File: config.mk
export PLATFORM = sky130hd
export DESIGN_NAME = maf_merger
export DESIGN_NICKNAME = d
export VERILOG_FILES = /design/src/rtl/maf_pkg.sv /design/src/rtl/maf_pick_lowest.sv /design/src/rtl/maf_match.sv /design/src/rtl/maf_entry_file.sv /design/src/rtl/maf_merger.sv
export SDC_FILE = /design/constraint.sdc
export NUM_CORES = 1
export LEC_CHECK = 0
export BUFFER_PORTS_ARGS = -buffer_cell sky130_fd_sc_hd__buf_2
export CORE_UTILIZATION = 48
export CTS_CLUSTER_SIZE = 40
export DETAILED_ROUTE_END_ITERATION = 10
export GPL_TIMING_DRIVEN = 1
export PLACE_DENSITY = 0.75
export RECOVER_POWER = 100
export SLEW_MARGIN = 20
export SYNTH_ARGS = -nofsm -noshare
export SYNTH_HDL_FRONTEND = slang
export SYNTH_SLANG_ARGS = --single-unit
File: constraint.sdc
create_clock -name clk -period 6.1 [get_ports clk]
set_clock_uncertainty 0.1 [all_clocks]
set_input_delay 0.61 -clock clk [delete_from_list [all_inputs] [get_ports clk]]
set_output_delay 0.61 -clock clk [all_outputs]
set_load 0.01 [all_outputs]
File: src/rtl/maf_pkg.sv
package maf_pkg;

   localparam int MAF_BLK_OFS = 6;

   typedef enum logic [2:0] {
      KIND_LOAD   = 3'd0,
      KIND_STORE  = 3'd1,
      KIND_STCOND = 3'd2,
      KIND_WHINT  = 3'd3,
      KIND_EVICT  = 3'd4,
      KIND_IFETCH = 3'd5
   } maf_kind_e;

   function automatic logic maf_kind_legal(input logic [2:0] k);
      return k <= 3'd5;
   endfunction

   // held: kind stored in entry, incoming: kind of new request
   function automatic logic maf_compat(input logic [2:0] held, input logic [2:0] incoming);
      logic ok;
      ok = 1'b0;
      if (maf_kind_legal(incoming) && maf_kind_legal(held)) begin
         if (held == incoming)
            ok = 1'b1;
         else if (held == KIND_STORE && incoming == KIND_LOAD)
            ok = 1'b1;
      end
      return ok;
   endfunction

endpackage

File: src/rtl/maf_pick_lowest.sv
module maf_pick_lowest #(
   parameter int WIDTH = 8,
   localparam int IDX_W = (WIDTH > 1) ? $clog2(WIDTH) : 1
) (
   input  logic [WIDTH-1:0] vec,
   output logic             found,
   output logic [IDX_W-1:0] idx
);

   always_comb begin
      found = 1'b0;
      idx   = '0;
      for (int i = WIDTH - 1; i >= 0; i--) begin
         if (vec[i]) begin
            found = 1'b1;
            idx   = IDX_W'(i);
         end
      end
   end

endmodule

File: src/rtl/maf_match.sv
module maf_match import maf_pkg::*; #(
   parameter int N_ENTRIES = 8,
   parameter int BLK_W     = 26,
   parameter int CNT_W     = 3
) (
   input  logic [N_ENTRIES-1:0]            live,
   input  logic [N_ENTRIES-1:0][BLK_W-1:0] ent_blk,
   input  logic [N_ENTRIES-1:0][2:0]       ent_kind,
   input  logic [N_ENTRIES-1:0][CNT_W-1:0] ent_cnt,
   input  logic [BLK_W-1:0]                req_blk,
   input  logic [2:0]                      req_kind,
   output logic [N_ENTRIES-1:0]            hit
);

   localparam logic [CNT_W-1:0] CNT_FULL = '1;

   for (genvar i = 0; i < N_ENTRIES; i++) begin : g_cmp
      logic same_blk;
      logic kind_ok;
      logic has_room;
      assign same_blk = (ent_blk[i] == req_blk);
      assign kind_ok  = maf_compat(ent_kind[i], req_kind);
      assign has_room = (ent_cnt[i] != CNT_FULL);
      assign hit[i]   = live[i] & same_blk & kind_ok & has_room;
   end

endmodule

File: src/rtl/maf_entry_file.sv
module maf_entry_file #(
   parameter int N_ENTRIES = 8,
   parameter int BLK_W     = 26,
   parameter int CNT_W     = 3,
   localparam int IDX_W = (N_ENTRIES > 1) ? $clog2(N_ENTRIES) : 1
) (
   input  logic                            clk,
   input  logic                            rst_n,
   input  logic                            alloc_en,
   input  logic [IDX_W-1:0]                alloc_idx,
   input  logic [BLK_W-1:0]                alloc_blk,
   input  logic [2:0]                      alloc_kind,
   input  logic                            merge_en,
   input  logic [IDX_W-1:0]                merge_idx,
   input  logic                            clr_en,
   input  logic [IDX_W-1:0]                clr_idx,
   output logic [N_ENTRIES-1:0]            valid_q,
   output logic [N_ENTRIES-1:0][BLK_W-1:0] blk_q,
   output logic [N_ENTRIES-1:0][2:0]       kind_q,
   output logic [N_ENTRIES-1:0][CNT_W-1:0] cnt_q
);

   localparam logic [CNT_W-1:0] CNT_ONE = CNT_W'(1);

   for (genvar i = 0; i < N_ENTRIES; i++) begin : g_ent
      logic do_alloc;
      logic do_merge;
      logic do_clr;
      assign do_alloc = alloc_en && (alloc_idx == IDX_W'(i));
      assign do_merge = merge_en && (merge_idx == IDX_W'(i));
      assign do_clr   = clr_en   && (clr_idx   == IDX_W'(i));

      always_ff @(posedge clk) begin
         if (!rst_n) begin
            valid_q[i] <= 1'b0;
            blk_q[i]   <= '0;
            kind_q[i]  <= '0;
            cnt_q[i]   <= '0;
         end else if (do_alloc) begin
            // allocation wins over a completion of the same slot
            valid_q[i] <= 1'b1;
            blk_q[i]   <= alloc_blk;
            kind_q[i]  <= alloc_kind;
            cnt_q[i]   <= CNT_ONE;
         end else begin
            if (do_clr)
               valid_q[i] <= 1'b0;
            if (do_merge)
               cnt_q[i] <= cnt_q[i] + CNT_ONE;
         end
      end
   end

endmodule

File: src/rtl/maf_merger.sv
module maf_merger import maf_pkg::*; #(
   parameter int N_ENTRIES = 8,
   parameter int ADDR_W    = 32,
   parameter int CNT_W     = 3,
   localparam int IDX_W = (N_ENTRIES > 1) ? $clog2(N_ENTRIES) : 1
) (
   input  logic              clk,
   input  logic              rst_n,
   input  logic              req_valid,
   input  logic [ADDR_W-1:0] req_addr,
   input  logic [2:0]        req_kind,
   output logic              req_ready,
   input  logic              cpl_valid,
   input  logic [IDX_W-1:0]  cpl_idx,
   output logic              acc_valid,
   output logic [IDX_W-1:0]  acc_idx,
   output logic              acc_merged,
   output logic [CNT_W-1:0]  acc_count
);

   localparam int BLK_W = ADDR_W - MAF_BLK_OFS;

   if (N_ENTRIES < 2) begin : g_bad_depth
      $error("maf_merger: N_ENTRIES must be at least 2");
   end
   if (ADDR_W <= MAF_BLK_OFS) begin : g_bad_addr
      $error("maf_merger: ADDR_W must exceed the block offset width");
   end
   if (CNT_W < 2) begin : g_bad_cnt
      $error("maf_merger: CNT_W must be at least 2");
   end

   logic [N_ENTRIES-1:0]            valid_q;
   logic [N_ENTRIES-1:0][BLK_W-1:0] blk_q;
   logic [N_ENTRIES-1:0][2:0]       kind_q;
   logic [N_ENTRIES-1:0][CNT_W-1:0] cnt_q;

   logic [N_ENTRIES-1:0] cpl_vec;
   logic [N_ENTRIES-1:0] live;
   logic [N_ENTRIES-1:0] hit_vec;
   logic [N_ENTRIES-1:0] free_vec;
   logic                 hit_any;
   logic                 free_any;
   logic [IDX_W-1:0]     hit_idx;
   logic [IDX_W-1:0]     free_idx;
   logic [BLK_W-1:0]     req_blk;

   assign req_blk = req_addr[ADDR_W-1:MAF_BLK_OFS];

   always_comb begin
      cpl_vec = '0;
      if (cpl_valid)
         cpl_vec[cpl_idx] = 1'b1;
   end

   // an entry completing this cycle neither merges nor blocks allocation
   assign live     = valid_q & ~cpl_vec;
   assign free_vec = ~live;

   maf_match #(
      .N_ENTRIES(N_ENTRIES),
      .BLK_W    (BLK_W),
      .CNT_W    (CNT_W)
   ) u_match (
      .live    (live),
      .ent_blk (blk_q),
      .ent_kind(kind_q),
      .ent_cnt (cnt_q),
      .req_blk (req_blk),
      .req_kind(req_kind),
      .hit     (hit_vec)
   );

   maf_pick_lowest #(.WIDTH(N_ENTRIES)) u_pick_hit (
      .vec  (hit_vec),
      .found(hit_any),
      .idx  (hit_idx)
   );

   maf_pick_lowest #(.WIDTH(N_ENTRIES)) u_pick_free (
      .vec  (free_vec),
      .found(free_any),
      .idx  (free_idx)
   );

   assign req_ready  = maf_kind_legal(req_kind) && (hit_any || free_any);
   assign acc_valid  = req_valid && req_ready;
   assign acc_merged = hit_any;
   assign acc_idx    = hit_any ? hit_idx : free_idx;
   assign acc_count  = hit_any ? (cnt_q[hit_idx] + CNT_W'(1)) : CNT_W'(1);

   maf_entry_file #(
      .N_ENTRIES(N_ENTRIES),
      .BLK_W    (BLK_W),
      .CNT_W    (CNT_W)
   ) u_file (
      .clk       (clk),
      .rst_n     (rst_n),
      .alloc_en  (acc_valid && !hit_any),
      .alloc_idx (free_idx),
      .alloc_blk (req_blk),
      .alloc_kind(req_kind),
      .merge_en  (acc_valid && hit_any),
      .merge_idx (hit_idx),
      .clr_en    (cpl_valid),
      .clr_idx   (cpl_idx),
      .valid_q   (valid_q),
      .blk_q     (blk_q),
      .kind_q    (kind_q),
      .cnt_q     (cnt_q)
   );

endmodule

# == Yosys cells after proc, flatten, opt, wreduce, memory -nomap -nowiden ==
# Cells that the tools add are included.
# classes
n_addsub,9
mux,95
bitwise_logic,28
magnitude_cmp,12
reduce_logical,75
eq_ne,53
# ops
cell,n
equality test 26 bit,8
2-to-1 mux 1 bit,73
2-to-1 mux 3 bit,19
logical AND 1 bit,45
equality test 3 bit (second input constant),12
equality test 3 x 1 -> 1 bit (second input constant),11
nonzero test 2 bit,16
adder 3 x 1 -> 3 bit (second input constant),9
less-or-equal comparator 3 bit (second input constant),9
AND 1 bit,24
equality test 3 bit,8
!= test 3 bit (second input constant),8
equality test 3 x 2 -> 1 bit (second input constant),6
inverter 8 bit,2
OR reduction 2 bit,8
logical NOT 3 bit,4
binary-select mux 3 bit (select 3 bit),1
AND 8 bit,1
less-than comparator 3 x 4 -> 1 bit (second input constant),2
2-to-1 mux 8 bit,1
demux 1 bit (select 3 bit),1
>= comparator 3 x 1 -> 1 bit (second input constant),1
logical NOT 1 bit,1
logical OR 1 bit,1
inverter 1 bit,1
# word_totals
input_bits,42
wordCells,312
output_inout_bits,9
register_bits,264

# == Logic depth before layout (Yosys ltp) ==
# logic_depth
depth_word,25
ltp_mapped,16
mapped_depth_nobuf,13

# == By module ==
# From an unflattened synthesis, not the netlist that was laid out.
# hier_totals
hier_cells,1651
hier_area_um2,13849.5
# by_module_without_submodules
mod,cells_per_inst,n_inst,area_each_um2,seq_area_each_um2
maf_entry_file,1201,1,10347.4,5285.1
maf_match,377,1,2931.6,0.0
maf_merger,47,1,410.4,0.0
maf_pick_lowest,13,2,80.1,0.0

# == Least setup slack after synthesis ==
# OpenSTA, ideal clock, no wires.
# synth_timing
path_kind,input to output
from,input port req_addr[29]
to,output port acc_count[2]
slack_ns,1.197
arrival_ns,4.193
path_stages,15
path_buffers,3
path_cell_list,buf_2 buf_2 xor2_1 nor4_1 nand4_1 nor4_2 a221oi_1 o21ba_2 buf_4 nor2_1 mux4_2 mux2_2 ha_1 or4b_1 nand4b_1
# synth_via
elab_chain_len,16
elab_cells_between_ends,52
# synth_lines
element,line,source
"start, declared",maf_merger.sv:10,"input logic [ADDR_W-1:0] req_addr,"
equality test 26 bit,maf_match.sv:21,assign same_blk = (ent_blk[i] == req_blk);
AND 1 bit (3 in series),maf_match.sv:24,assign hit[i] = live[i] & same_blk & kind_ok & has_room;
2-to-1 mux 3 bit (8 in series),maf_pick_lowest.sv:14,if (vec[i]) begin
binary-select mux 3 bit (select 3 bit),maf_merger.sv:90,assign acc_count = hit_any ? (cnt_q[hit_idx] + CNT_W'(1)) : CNT_W'(1);
2-to-1 mux 3 bit (implied by the code),maf_merger.sv:90,
adder 3 x 1 -> 3 bit,maf_merger.sv:90,
2-to-1 mux 3 bit *,maf_merger.sv:90,
"end, declared",maf_merger.sv:18,output logic [CNT_W-1:0] acc_count
# Mark *: on every way between the ends. The rest lies on a longest branch, timed or not. The select of a mux whose other input is x is not followed.

# == Worst setup path in the final report ==
# layout_timing
from,register u_file.blk_q[186] (netlist bit)
to,output port acc_count[2]
# layout_via
elab_chain_len,16
elab_cells_between_ends,24
# layout_lines
element,line,source
"start, declared",maf_entry_file.sv:18,"output logic [N_ENTRIES-1:0][BLK_W-1:0] blk_q,"
"start signal, assigned by index",maf_entry_file.sv:42,blk_q[i] <= alloc_blk;
equality test 26 bit *,maf_match.sv:21,
AND 1 bit * (3 in series),maf_match.sv:24,
2-to-1 mux 3 bit (8 in series),maf_pick_lowest.sv:14,
binary-select mux 3 bit (select 3 bit),maf_merger.sv:90,
2-to-1 mux 3 bit (implied by the code),maf_merger.sv:90,
adder 3 x 1 -> 3 bit,maf_merger.sv:90,
2-to-1 mux 3 bit *,maf_merger.sv:90,
# Marked as above.

==> results.tsv <==
stage	metric	value	unit
power_and_ir_drop	Tot Pwr	0.004022	W
worst_setup_path	Worst Path Max Fanout	8	
clock_tree	cts-stage hold buffer count	0	
place	I/O Buffers	44	
synthesis	Cell Area, Synth	15090	um^2
cells_and_area	synth-to-layout area growth	7.867	%
clock_tree	H-tree depth	1	
min_path	Tightest Hold Check Type	input port to flop	
route	wire per inst	20.39	um
status	status	finished, violations left	
clock_tree	post-CTS setup buffer count	0	
route	antenna-violating nets left	0	
cells_and_area	Design Area, Final	16280	um^2
global_route	GRT met3 Usage	3.734	%
clock_tree	Worst-path clk slew	0.07	ns
route	final wirelength	40300	um
die	die width	179.3	um
global_route	met1 Resource Use GR	35.18	%
cells_and_area	Final Util	52.95	%
global_route	Total GRT Usage	25.17	%
timing	endpoints failing setup	0	
global_route	largest net degree at the start of global routing	162	
cells_and_area	diode count	0	
die	die span in y	179.3	um
power_and_ir_drop	Logic pwr share	9.5	%
cells_and_area	share of post-route cells with drive strength above 1	9.557	%
route	number of remaining DRC errors	8	
global_route	initial antenna violation count	0	
synthesis	Mapped Avg Cell Area	9.651	um^2
synthesis	Cells after Synth	1564	
place	Setup WS pre-CTS	0.4333	ns
die	Initial Util	49.09	%
cells_and_area	area of the multi-input gates	8912	um^2
worst_setup_path	WS Path Type	flop to output port	
synthesis	Distinct cells, synth	75	
synthesis	Post-synth top flop	dfxtp_1	
clock_tree	cts bufs inserted	29	
timing	unrepaired setup endpoints after global routing	false	
place	Detail Placement HPWL	28390	um
worst_setup_path	critical path arrival	5.03	ns
power_and_ir_drop	Clk pwr share	46.7	%
synthesis	FFs w/ async S/R, synth	0	%
timing	Max Freq	0.1741	GHz
cells_and_area	Reg area	5285	um^2
timing	TNS Setup	0	ns
global_route	total grt overflow	0	
power_and_ir_drop	maximum vdd drop	221.3	uV
worst_setup_path	required time of the critical path	5.39	ns
clock_tree	worst skew pair latency	0.56	ns
global_route	GR peak layer	met2	
route	iteration count of the initial detailed-routing pass	8	
synthesis	EDFF count, synth	0	
power_and_ir_drop	Leak	6.874	nW
synthesis	Seq/Total Area, Yosys	35.01	%
timing	Final Hold Fails	0	
timing	crit path time final	5.743	ns
worst_setup_path	Worst setup SP type	flop	
timing	Final Cycle Share	94.14	%
die	die area	32160	um^2
power_and_ir_drop	switching power	0.0009883	W
power_and_ir_drop	switching part of the total power	24.57	%
flow_run	Max-Cap Viols	7	
global_route	first-pass GRT wire length	62000	um
die	Std-Cell Rows	64	
synthesis	Syn Nets	1623	
cells_and_area	nets	1617	
power_and_ir_drop	Flop pwr share	43.8	%
power_and_ir_drop	Pint	0.003034	W
synthesis	Yosys Warn Count	0	
timing	final worst setup slack	0.3572	ns
clock_tree	Clock Path Buffers	3	
timing	relative slew slack	-66.81	%
cells_and_area	fillers	2763	
status	failing checks	DRC, capacitance limit, slew limit	
die	Top Ports	51	
die	Core Box Area	30750	um^2
worst_setup_path	crit end category	output port	
route	via count	11290	
clock_tree	CTS tree	built	
timing	Slew @ Worst Pin	2.502	ns
synthesis	register bit total from synthesis	264	
place	DP Area	15340	um^2
clock_tree	Clock Sinks	264	
power_and_ir_drop	power density cells	247.0	nW/um^2
place	gpl congestion	0.9449	
global_route	vias in the first global route	10800	
route	vias per inst	5.714	
timing	Slew Limit Fails	223	
clock_tree	CTS root buffer	clkbuf_16	
clock_tree	post-CTS sizing	0	
route	detailed router's first-iteration violation count	917	
global_route	met2 usage	40.21	%
-- critical path: stages (launching register included) --
cell	delay (ns)
dfxtp_1	0.32
xor2_1	0.15
nor4_1	0.64
nand4_1	0.20
nor4_2	0.48
a221oi_1	0.27
o21ba_2	0.35
nor2_1	0.22
mux4_2	0.52
mux2_2	0.28
ha_1	0.24
or4b_1	0.52
nand4b_1	0.12
clkbuf_1	0.16
-- Yosys cell counts, types with 5 or more instances --
master       n  area, um^2
xnor2_1     73       639.4
mux2i_1    251        2512
xor2_1     148        1296
ha_1        17       212.7
dfxtp_1    264        5285
o211ai_1     5       37.54
o31ai_1      5       37.54
or4_1       11       82.58
buf_6        9       101.4
nand3_1     16       80.08
buf_8        7       105.1
nor3_1      19       95.09
or2_2        6       37.54
buf_12       6       120.1
or3_1        5       31.28
nor3b_1      5       37.54
a21boi_0     8       60.06
and3_1       5       31.28
nand2b_1    12       75.07
nand2_1     40       150.1
a2111oi_0    5       43.79
o21ai_0     13       65.06
nand4b_1     5       43.79
nor2b_1    253        1583
nor4_1      64       400.4
nor2_1      53       198.9
buf_4        6       45.04
a21oi_1     12       60.06
o21a_1      10       75.07
clkbuf_1    32       120.1
inv_1       15       56.30
buf_2       60       300.3
nand4_1     41       256.5
and4_1       5       43.79
-- cells in the final DEF (no fill, tap or decap), types with 16 or more instances in the layout --
cell type  instances
nor2_1            53
mux2i_1          251
buf_4             36
dfxtp_1          264
nor2b_1          253
clkbuf_16         29
nor4_1            66
nor3_1            20
xnor2_1           73
nand3_1           16
ha_1              17
nand4_1           42
nand2_1           40
xor2_1           148
buf_2             35
-- per-layer routing --
metal | share of wire [%] | vias to the layer above
met5 | 0 | -
met4 | 2.5 | 0
met3 | 6.1 | 64
met2 | 45 | 313
met1 | 47 | 5500
li1 | - | 5413
-- stage by stage --
step	hold WS (ns)	instances
CTS	0.3326	1976
detailed placement	0.3886	1923
global route	0.3611	1976
finish	0.3460	1976
floorplan	0.3560	1564
global placement	0.3746	1923
-- layout make-up --
class	instances	share of cell area, %
multi-input combinational	1164	54.74
tap	396	3.043
clock buffer	40	5.264
timing repair buffer	84	3.097
sequential	264	32.46
clock inverter	13	1.053
inverter	15	0.3458
-- logic make-up after synthesis --
logic type	share of synthesized area (%)
and+or+nand+nor	23.18
DFF	35.01
muxes	16.94
xor gates and xnor gates	12.82
buffers and inverters	5.645
AOI/OAI and AO/OA	4.982
adders and majority gates	1.409
-- flip-flops by register name, summed over array words and instances, names as in the netlist --
name	flops
u_file.kind_q	24
u_file.blk_q	208
u_file.cnt_q	24
u_file.valid_q	8
-- final timing paths --
kind | slack (ns) | from | cells past startpoint | to
worst max-delay path | 0.36 | u_file.blk_q[186]$_SDFFE_PN0P_ | 13 | acc_count[2]
worst min-delay path | 0.35 | req_addr[21] | 3 | u_file.blk_q[41]$_SDFFE_PN0P_
worst max register to register | 0.80 | u_file.cnt_q[3]$_SDFFE_PN0P_ | 12 | u_file.blk_q[114]$_SDFFE_PN0P_
worst min register to register | 0.39 | u_file.valid_q[7]$_SDFFE_PN0P_ | 2 | u_file.valid_q[7]$_SDFFE_PN0P_
-- power by group through the flow --
stage | sequential (W) | combinational (W) | clock (W)
floorplan | 0.00180 | 0.000272 | 0
global route | 0.00176 | 0.000409 | 0.00197
CTS | 0.00176 | 0.000379 | 0.00189
detailed placement | 0.00180 | 0.000377 | 0
global placement | 0.00180 | 0.000372 | 0
finish | 0.00176 | 0.000383 | 0.00188
No activity file was read; power rests on OpenSTA's default activity.
